--- config.mk ---
export PLATFORM = sky130hd
export DESIGN_NAME = qr_gate_ctrl
export DESIGN_NICKNAME = d
export VERILOG_FILES = /design/src/rtl/qr_pkg.sv /design/src/rtl/qr_phase_timer.sv /design/src/rtl/qr_zc_counter.sv /design/src/rtl/qr_on_arbiter.sv /design/src/rtl/qr_off_arbiter.sv /design/src/rtl/qr_gate_ctrl.sv
export SDC_FILE = /design/constraint.sdc
export NUM_CORES = 1
export LEC_CHECK = 0
export BUFFER_PORTS_ARGS = -buffer_cell sky130_fd_sc_hd__buf_4
export CAP_MARGIN = 0
export CORE_UTILIZATION = 35
export CTS_CLUSTER_DIAMETER = 120
export DETAILED_ROUTE_END_ITERATION = 6
export GPL_ROUTABILITY_DRIVEN = 0
export HOLD_SLACK_MARGIN = 0.06
export SETUP_SLACK_MARGIN = 0.2
export SYNTH_ARGS = -nofsm -noshare
export SYNTH_HDL_FRONTEND = slang
export SYNTH_SLANG_ARGS = --single-unit
--- constraint.sdc ---
create_clock -name clk -period 5.9 [get_ports clk]
set_input_delay 0.295 -clock clk [delete_from_list [all_inputs] [get_ports clk]]
set_output_delay 0.295 -clock clk [all_outputs]
set_load 0.005 [all_outputs]
--- src/rtl/qr_pkg.sv ---
package qr_pkg;

    typedef enum logic [1:0] {
        CAUSE_NONE  = 2'd0,
        CAUSE_FB    = 2'd1,
        CAUSE_LIM   = 2'd2,
        CAUSE_MAXON = 2'd3
    } off_cause_e;

    typedef struct packed {
        logic on;
        logic window_done;
    } phase_t;

    typedef struct packed {
        logic       fire;
        off_cause_e cause;
    } off_dec_t;

    function automatic off_cause_e pick_cause(input logic lim, input logic fb);
        if (lim)     return CAUSE_LIM;
        else if (fb) return CAUSE_FB;
        else         return CAUSE_MAXON;
    endfunction

endpackage

--- src/rtl/qr_phase_timer.sv ---
module qr_phase_timer #(
    parameter int TW = 16
) (
    input  logic          clk,
    input  logic          rst,
    input  logic          clr,
    output logic [TW-1:0] elapsed
);
    localparam logic [TW-1:0] SAT = {TW{1'b1}};
    localparam logic [TW-1:0] ONE = TW'(1);

    always_ff @(posedge clk) begin
        if (rst || clr)       elapsed <= ONE;
        else if (elapsed != SAT) elapsed <= elapsed + ONE;
    end

    AST_TMR_MONOTONIC: assert property (@(posedge clk) disable iff (rst)
        !clr |=> elapsed >= $past(elapsed));

endmodule

--- src/rtl/qr_zc_counter.sv ---
module qr_zc_counter #(
    parameter int ZW = 4
) (
    input  logic          clk,
    input  logic          rst,
    input  logic          clr,
    input  logic          inc,
    output logic [ZW-1:0] count
);
    localparam logic [ZW-1:0] SAT = {ZW{1'b1}};

    always_ff @(posedge clk) begin
        if (rst || clr)              count <= '0;
        else if (inc && count != SAT) count <= count + ZW'(1);
    end

    AST_CNT_NO_WRAP: assert property (@(posedge clk) disable iff (rst)
        (count == SAT && !clr) |=> count == SAT);

endmodule

--- src/rtl/qr_on_arbiter.sv ---
module qr_on_arbiter #(
    parameter int TW = 16,
    parameter int ZW = 4
) (
    input  logic [TW-1:0] elapsed,
    input  logic [TW-1:0] rs_len,
    input  logic [TW-1:0] t_off_max,
    input  logic [ZW-1:0] count,
    input  logic [ZW-1:0] target,
    output logic          rs_done,
    output logic          turn_on
);
    logic enough_zc;
    logic off_timeout;

    always_comb begin
        rs_done     = elapsed >= rs_len;
        enough_zc   = count >= target;
        off_timeout = elapsed >= t_off_max;
        turn_on     = rs_done && (enough_zc || off_timeout);
    end

endmodule

--- src/rtl/qr_off_arbiter.sv ---
module qr_off_arbiter
    import qr_pkg::*;
#(
    parameter int TW = 16
) (
    input  logic          on,
    input  logic [TW-1:0] elapsed,
    input  logic [TW-1:0] t_blank,
    input  logic [TW-1:0] t_on_max,
    input  logic          fb,
    input  logic          lim,
    output logic          blank_done,
    output logic          lim_kill,
    output off_dec_t      dec
);
    logic lim_hit;
    logic fb_hit;
    logic max_hit;

    always_comb begin
        blank_done = elapsed >= t_blank;
        lim_hit    = blank_done && lim;
        fb_hit     = blank_done && fb;
        max_hit    = elapsed >= t_on_max;
        lim_kill   = on && lim_hit;
        dec.fire   = on && (lim_hit || fb_hit || max_hit);
        dec.cause  = pick_cause(lim_hit, fb_hit);
    end

endmodule

--- src/rtl/qr_gate_ctrl.sv ---
module qr_gate_ctrl
    import qr_pkg::*;
#(
    parameter int TW = 16,
    parameter int ZW = 4
) (
    input  logic          clk,
    input  logic          rst,
    input  logic          zc_pulse,
    input  logic          zc_high,
    input  logic          cs_over_fb,
    input  logic          cs_over_lim,
    input  logic [ZW-1:0] zc_target,
    input  logic [TW-1:0] t_blank,
    input  logic [TW-1:0] t_rs_short,
    input  logic [TW-1:0] t_rs_long,
    input  logic [TW-1:0] t_on_max,
    input  logic [TW-1:0] t_off_max,
    output logic          gate,
    output logic [1:0]    phase,
    output logic [ZW-1:0] zc_count,
    output logic [1:0]    off_cause,
    output logic          off_event
);
    logic          on_q;
    logic          rs_long_q;
    off_cause_e    cause_q;
    logic          evt_q;
    logic [TW-1:0] elapsed;
    logic [TW-1:0] rs_len;
    logic          rs_done;
    logic          turn_on;
    logic          blank_done;
    logic          lim_kill;
    off_dec_t      dec;
    logic          go_on;
    logic          go_off;
    phase_t        ph;

    assign rs_len = rs_long_q ? t_rs_long : t_rs_short;
    assign go_on  = !on_q && turn_on;
    assign go_off = on_q && dec.fire;

    qr_phase_timer #(.TW(TW)) u_timer (
        .clk     (clk),
        .rst     (rst),
        .clr     (go_on || go_off),
        .elapsed (elapsed)
    );

    qr_zc_counter #(.ZW(ZW)) u_zc (
        .clk   (clk),
        .rst   (rst),
        .clr   (go_on || on_q),
        .inc   (zc_pulse && !on_q),
        .count (zc_count)
    );

    qr_on_arbiter #(.TW(TW), .ZW(ZW)) u_on_arb (
        .elapsed   (elapsed),
        .rs_len    (rs_len),
        .t_off_max (t_off_max),
        .count     (zc_count),
        .target    (zc_target),
        .rs_done   (rs_done),
        .turn_on   (turn_on)
    );

    qr_off_arbiter #(.TW(TW)) u_off_arb (
        .on         (on_q),
        .elapsed    (elapsed),
        .t_blank    (t_blank),
        .t_on_max   (t_on_max),
        .fb         (cs_over_fb),
        .lim        (cs_over_lim),
        .blank_done (blank_done),
        .lim_kill   (lim_kill),
        .dec        (dec)
    );

    always_ff @(posedge clk) begin
        if (rst) begin
            on_q      <= 1'b0;
            rs_long_q <= !zc_high;
            cause_q   <= CAUSE_NONE;
            evt_q     <= 1'b0;
        end else begin
            evt_q <= go_off;
            if (go_on) begin
                on_q <= 1'b1;
            end else if (go_off) begin
                on_q      <= 1'b0;
                rs_long_q <= !zc_high;
                cause_q   <= dec.cause;
            end
        end
    end

    always_comb begin
        ph.on          = on_q;
        ph.window_done = on_q ? blank_done : rs_done;
    end

    assign gate      = on_q && !lim_kill;
    assign phase     = ph;
    assign off_cause = cause_q;
    assign off_event = evt_q;

    AST_NO_ON_IN_RS: assert property (@(posedge clk) disable iff (rst)
        (!on_q && !rs_done) |=> !on_q);
    AST_MIN_ON: assert property (@(posedge clk) disable iff (rst)
        (on_q && !blank_done && !(elapsed >= t_on_max)) |=> on_q);
    AST_LIM_KILL: assert property (@(posedge clk) disable iff (rst)
        (on_q && blank_done && cs_over_lim) |-> !gate);
    AST_CNT_ZERO_ON: assert property (@(posedge clk) disable iff (rst)
        on_q |-> zc_count == '0);
    AST_EVT_PULSE: assert property (@(posedge clk) disable iff (rst)
        off_event |=> !off_event);
    AST_EVT_OFF: assert property (@(posedge clk) disable iff (rst)
        off_event |-> !on_q);

endmodule

Yosys cells after proc, flatten, opt, wreduce, memory -nomap -nowiden:

Cells that the tools add are included.

* register bits: 25
* output and inout bits: 10
* input bits: 90
* logic and storage cells: 50

* reductions and logical operators: 24
* add/sub/neg operators: 2
* magnitude comparators: 5
* mux-type cells: 9
* bitwise logic cells: 1
* equality and inequality tests: 3

Operators by type and width (count)
* $ge 16x16->1: 4
* $add 16x1->16 const B: 1
* $mux 16: 1
* $ne 16x16->1 const B: 1
* $logic_and 1x1->1: 10
* $logic_or 1x1->1: 7
* $mux 1: 6
* $add 4x1->4 const B: 1
* $ge 4x4->1: 1
* $mux 2: 2
* $ne 4x4->1 const B: 1
* $reduce_and 2->1: 2
* $reduce_bool 2->1: 2
* $logic_not 1->1: 3
* $ne 2x2->1 const B: 1
* $not 1->1: 1

Logic depth before layout (Yosys ltp):

* word-level depth: 9
* gate-level depth with buffers: 12
* depth with buffers taken out: 8

Modules after synthesis:

Synthesis repeated with hierarchy kept, for this count alone.

* cells, all modules: 390
* area total of the unflattened synthesis: 3280.6 sq um

Modules (own cells, without submodules)
* qr_on_arbiter: instances 1, area each 900.9 sq um, cells each 122
* qr_off_arbiter: instances 1, area each 864.6 sq um, cells each 109
* qr_phase_timer: instances 1, area each 822.0 sq um, cells each 96
* qr_gate_ctrl: instances 1, area each 483.0 sq um, cells each 42
* qr_zc_counter: instances 1, area each 210.2 sq um, cells each 21

Least setup slack after synthesis:

No wires, ideal clock.

* path kind: reg-to-reg
* start point: reg rs_long_q
* end point: reg u_timer.elapsed[0]
* slack: 2.659 ns
* cell stages (with the launch flop): 12
* period minus slack after synthesis: 3.241 ns
* data arrival time: 3.114 ns
* path buffers: 3
* library setup time: 0.127 ns
* required time: 5.773 ns
* cells stage by stage: edfxtp_1 clkbuf_1 clkbuf_1 mux2i_1 ha_1 a21o_1 a221oi_1 o21ai_0 a311o_1 and3b_1 clkbuf_1 or3_1

* cells in the longest elaborated chain, start to end: 6

Ends and longest elaborated chain
* from (decl): line qr_gate_ctrl.sv:26 `logic rs_long_q;`
* from (signal assigned): line qr_gate_ctrl.sv:84 `rs_long_q <= !zc_high;`
* from (signal assigned): line qr_gate_ctrl.sv:93 `rs_long_q <= !zc_high;`
* $mux 16: line qr_gate_ctrl.sv:40 `assign rs_len = rs_long_q ? t_rs_long : t_rs_short;`
* $ge 16x16->1: line qr_on_arbiter.sv:17 `rs_done = elapsed >= rs_len;`
* $logic_and 1x1->1: line qr_on_arbiter.sv:20 `turn_on = rs_done && (enough_zc || off_timeout);`
* $logic_and 1x1->1: line qr_gate_ctrl.sv:41 `assign go_on = !on_q && turn_on;`
* $logic_or 1x1->1: line qr_gate_ctrl.sv:47 `.clr (go_on || go_off),`
* $logic_or 1x1->1: line qr_phase_timer.sv:13 `if (rst || clr) elapsed <= ONE;`
* to (signal assigned): line qr_phase_timer.sv:14 `else if (elapsed != SAT) elapsed <= elapsed + ONE;`
* to (decl): line qr_phase_timer.sv:7 `output logic [TW-1:0] elapsed`

Every way passes these cells.
A chain may end at the register's enable or synchronous reset.

Worst setup path in the final report:

* start point: reg rs_long_q
* end point: out phase[0]

* cells in the longest elaborated chain, start to end: 3

Ends and longest elaborated chain
* $mux 16: line qr_gate_ctrl.sv:40
* $ge 16x16->1: line qr_on_arbiter.sv:17
* $mux 1: line qr_gate_ctrl.sv:101 `ph.window_done = on_q ? blank_done : rs_done;`
* to (decl): line qr_gate_ctrl.sv:20 `output logic [1:0] phase,`

Every way passes these cells.

==> run_results.csv <==
group,metric,value,unit
status,status,"finished, final reports clean",
yosys,netlist_top_cells_area,"ha_1 30%, dfxtp_1 16%, inv_1 6.6%, mux2i_1 6.4%, a21oi_1 3.5%",
final_layout,drive_gt1_frac,0.2384,
final_layout,mostFrequentLayoutCell,"buf_4",
critical_path,path_buf_inv,1,
critical_path,crit_fanout,16,
routing,drtAntennaViolNets,0,
die,ios,100,
critical_path,critPathTopFamily,"flip-flops",
critical_path,required,5.61,ns
critical_path,critPathMostFrequentCell,"mux2_2",
global_route,track_usage,0.1797,
placement,pre_cts_ws,2.449,ns
pwr,combPwrFrac,0.317,
timing,setup_viol,0,
timing,setup_ws,2.386,ns
pwr,power.density,110.5,mW/mm²
pwr,p_int,0.3042,mW
routing,drt_iter0_markers,83,
clocking,post_cts_buffers,0,
critical_path,cp.arrival,3.22,ns
clocking,path_clk_slew,0.09,ns
pwr,ir_drop,0.00006751,V
final_layout,syn_to_final_growth,29.30,%
final_layout,antenna_cells,0,
placement,io_buffers,99,
final_layout,fill_cells,831,
critical_path,path_cells,"mux2_2, ha_1, nand2b_1, a211oi_1, o21ai_0, a311o_1, mux2_2, buf_4",
die,rows,33,
routing,detailroute.via_count,2835,
global_route,grt_pass1_wl,12560,µm
yosys,synthCells,358,
clocking,clock-sinks,25,
clocking,clockBufferDepth,2,
yosys,yosysSeqAreaShare,0.1720,
yosys,yosysTopAreaCellShare,0.2951,
critical_path,max_stage_delay,0.88,ns
min_path,min_path_type,"primary input to flop",
timing,relSlewSlack,0.4293,
timing,fin_worst_skew,0.01074,ns
routing,drtPass1Iterations,4,
final_layout,regArea,510.5,µm²
timing,setup_tns,0,ns
global_route,grt.overflow.total,0,
pwr,p_seq_frac,0.439,
die,die_width,94.09,µm
pwr,switching_share,0.2829,
placement,hpwlAfterDp,6259,µm
routing,viasPerCell,5.081,
global_route,antenna_found_initial,0,
pwr,clock_power_share,0.244,
routing,wl,7637,µm
yosys,syn-cell-area,0.002968,mm²
timing,tightestPinTransition,0.8482,ns
clocking,cts_tree,"built",
critical_path,cp-start-kind,"flop",
die,core_area,0.008217,mm²
critical_path,critPathKind,"flop to output port",
job,max-cap-violations,0,
global_route,grt_max_degree,19,
yosys,syn-num-nets,518,
critical_path,critPathCaptureType,"output port",
routing,drcViolationCount,0,
timing,period_needed,3.514,ns
timing,fmax,0.2845,GHz
final_layout,layout_common_cells,"99 x buf_4, 70 x ha_1, 52 x inv_1",
die,die_area,0.008852,mm²
timing,rsz0062_at_grt,"no",
pwr,leakage,2.082,nW
timing,finalHoldViolCount,0,
yosys,post_synth_num_cell_types,46,
yosys,synth.largest_area_cell,"ha_1",
die,die_y,94.09,µm
clocking,cts_buffers,3,
clocking,cts_hold_buffers,0,
global_route,grt_pass1_vias,2785,
clocking,root_buffer,"clkbuf_8",
yosys,ys_warn_count,0,
critical_path,slowest_stage,"edfxtp_1",
timing,finalCritPeriodShare,0.5957,
timing,drv_slew,0,
pwr,switchingPower,0.1200,mW
final_layout,nets,614,
final_layout,multi_input_area,0.002212,mm²
clocking,insertion_delay,0.27,ns
yosys,synth-seq-cells,25,
clocking,cts_max_level,1,
routing,post_drt_wl_per_cell,13.69,µm
die,initial_core_util,0.3612,
clocking,ctsResizeCount,0,
yosys,syn_avg_cell_area,8.290,µm²
-- power groups by stage --
stage / registers (mW) / logic, mW / clock network, mW
global placement: 0.190 / 0.131 / 0
finish: 0.186 / 0.134 / 0.104
CTS: 0.186 / 0.136 / 0.106
global route: 0.188 / 0.154 / 0.112
floorplan: 0.185 / 0.0748 / 0
detailed placement: 0.190 / 0.135 / 0
-- per-stage QoR --
| stage | power [mW] | cells | cell area [µm²] | hold WS, ns | util |
|---|---|---|---|---|---|
| after floorplan | 0.2594 | 358 | 2968 | 0.3674 | - |
| after global placement | 0.3218 | 554 | 3792 | 0.4816 | 0.4616 |
| final | 0.4242 | 558 | 3837 | 0.2138 | 0.4670 |
| after detailed placement | 0.3256 | 554 | 3792 | 0.4828 | 0.4616 |
| after CTS | 0.4289 | 558 | 3837 | 0.2137 | 0.4670 |
| after global routing | 0.4540 | 558 | 3837 | 0.2219 | 0.4670 |
-- Yosys cell counts (all sizes together) --
| master | n |
|---|---|
| ha | 70 |
| inv | 52 |
| dfxtp | 24 |
| a21oi | 21 |
| mux2i | 19 |
| nand2 | 18 |
| nor2 | 16 |
| nor3 | 15 |
| nand3 | 14 |
| o21ai | 13 |
| a211oi | 8 |
| xor2 | 7 |
| nand4 | 6 |
| o211ai | 6 |
| xnor2 | 6 |
| and4 | 5 |
| and3 | 4 |
| buf | 4 |
| clkbuf | 4 |
| nand2b | 4 |
| o21a | 4 |
| a21o | 3 |
| a31oi | 3 |
| and2 | 3 |
| and4b | 3 |
| nor2b | 3 |
| or3 | 3 |
| a2111oi | 2 |
| a211o | 2 |
| a21boi | 2 |
| mux2 | 2 |
| nor4 | 2 |
| o31a | 2 |
| a221oi | 1 |
| a22oi | 1 |
| a311o | 1 |
| and3b | 1 |
| edfxtp | 1 |
| nor3b | 1 |
| o31ai | 1 |
| o32ai | 1 |
-- worst reg2reg max path, stage by stage (launching register included) --
cell	delay [ns]
edfxtp_1	0.88
mux2_2	0.42
ha_1	0.27
nand2b_1	0.14
a211oi_1	0.23
o21ai_0	0.14
a311o_1	0.44
and3b_1	0.39
or3_1	0.42
-- layout make-up --
cell class	count	area share
flip-flops and latches	25	0.1330
well taps	105	0.03424
repair buffers	99	0.1937
inverters	52	0.05086
clock buffers	4	0.01174
multi-input cells	273	0.5765
-- metal layers --
layer  vias to the layer above  wire length, µm  GRT usage
li1                       1493                -          -
met1                      1275             3607     0.2264
met2                        63             3677     0.3248
met3                         4              287    0.02023
met4                         0               65    0.03974
met5                         -                0          0
-- kinds of logic after synthesis --
group | share of synthesized area
compound gates | 0.1623
xor+xnor | 0.03836
fa+ha+maj | 0.2951
buf+inv | 0.08263
flops | 0.1720
mux | 0.07167
simple gates | 0.1779
-- path summary, 6_finish.rpt --
kind	from	end	slack, ns	cells past startpoint
min reg2reg	off_cause[0]$_SDFFE_PP0P_	off_cause[0]$_SDFFE_PP0P_	0.50	1
max	rs_long_q$_DFFE_PP_	phase[0]	2.39	8
min	rst	off_event$_SDFF_PP0_	0.21	2
max reg2reg	rs_long_q$_DFFE_PP_	u_timer.elapsed[0]$_SDFFE_PP1P_	2.46	8
-- registers in the layout, indices dropped and copies added, names as in the netlist --
register / count
off_cause: 2
off_event: 1
on_q: 1
rs_long_q: 1
u_timer.elapsed: 16
u_zc.count: 4
Note: power is estimated with default switching activity, not from simulation.
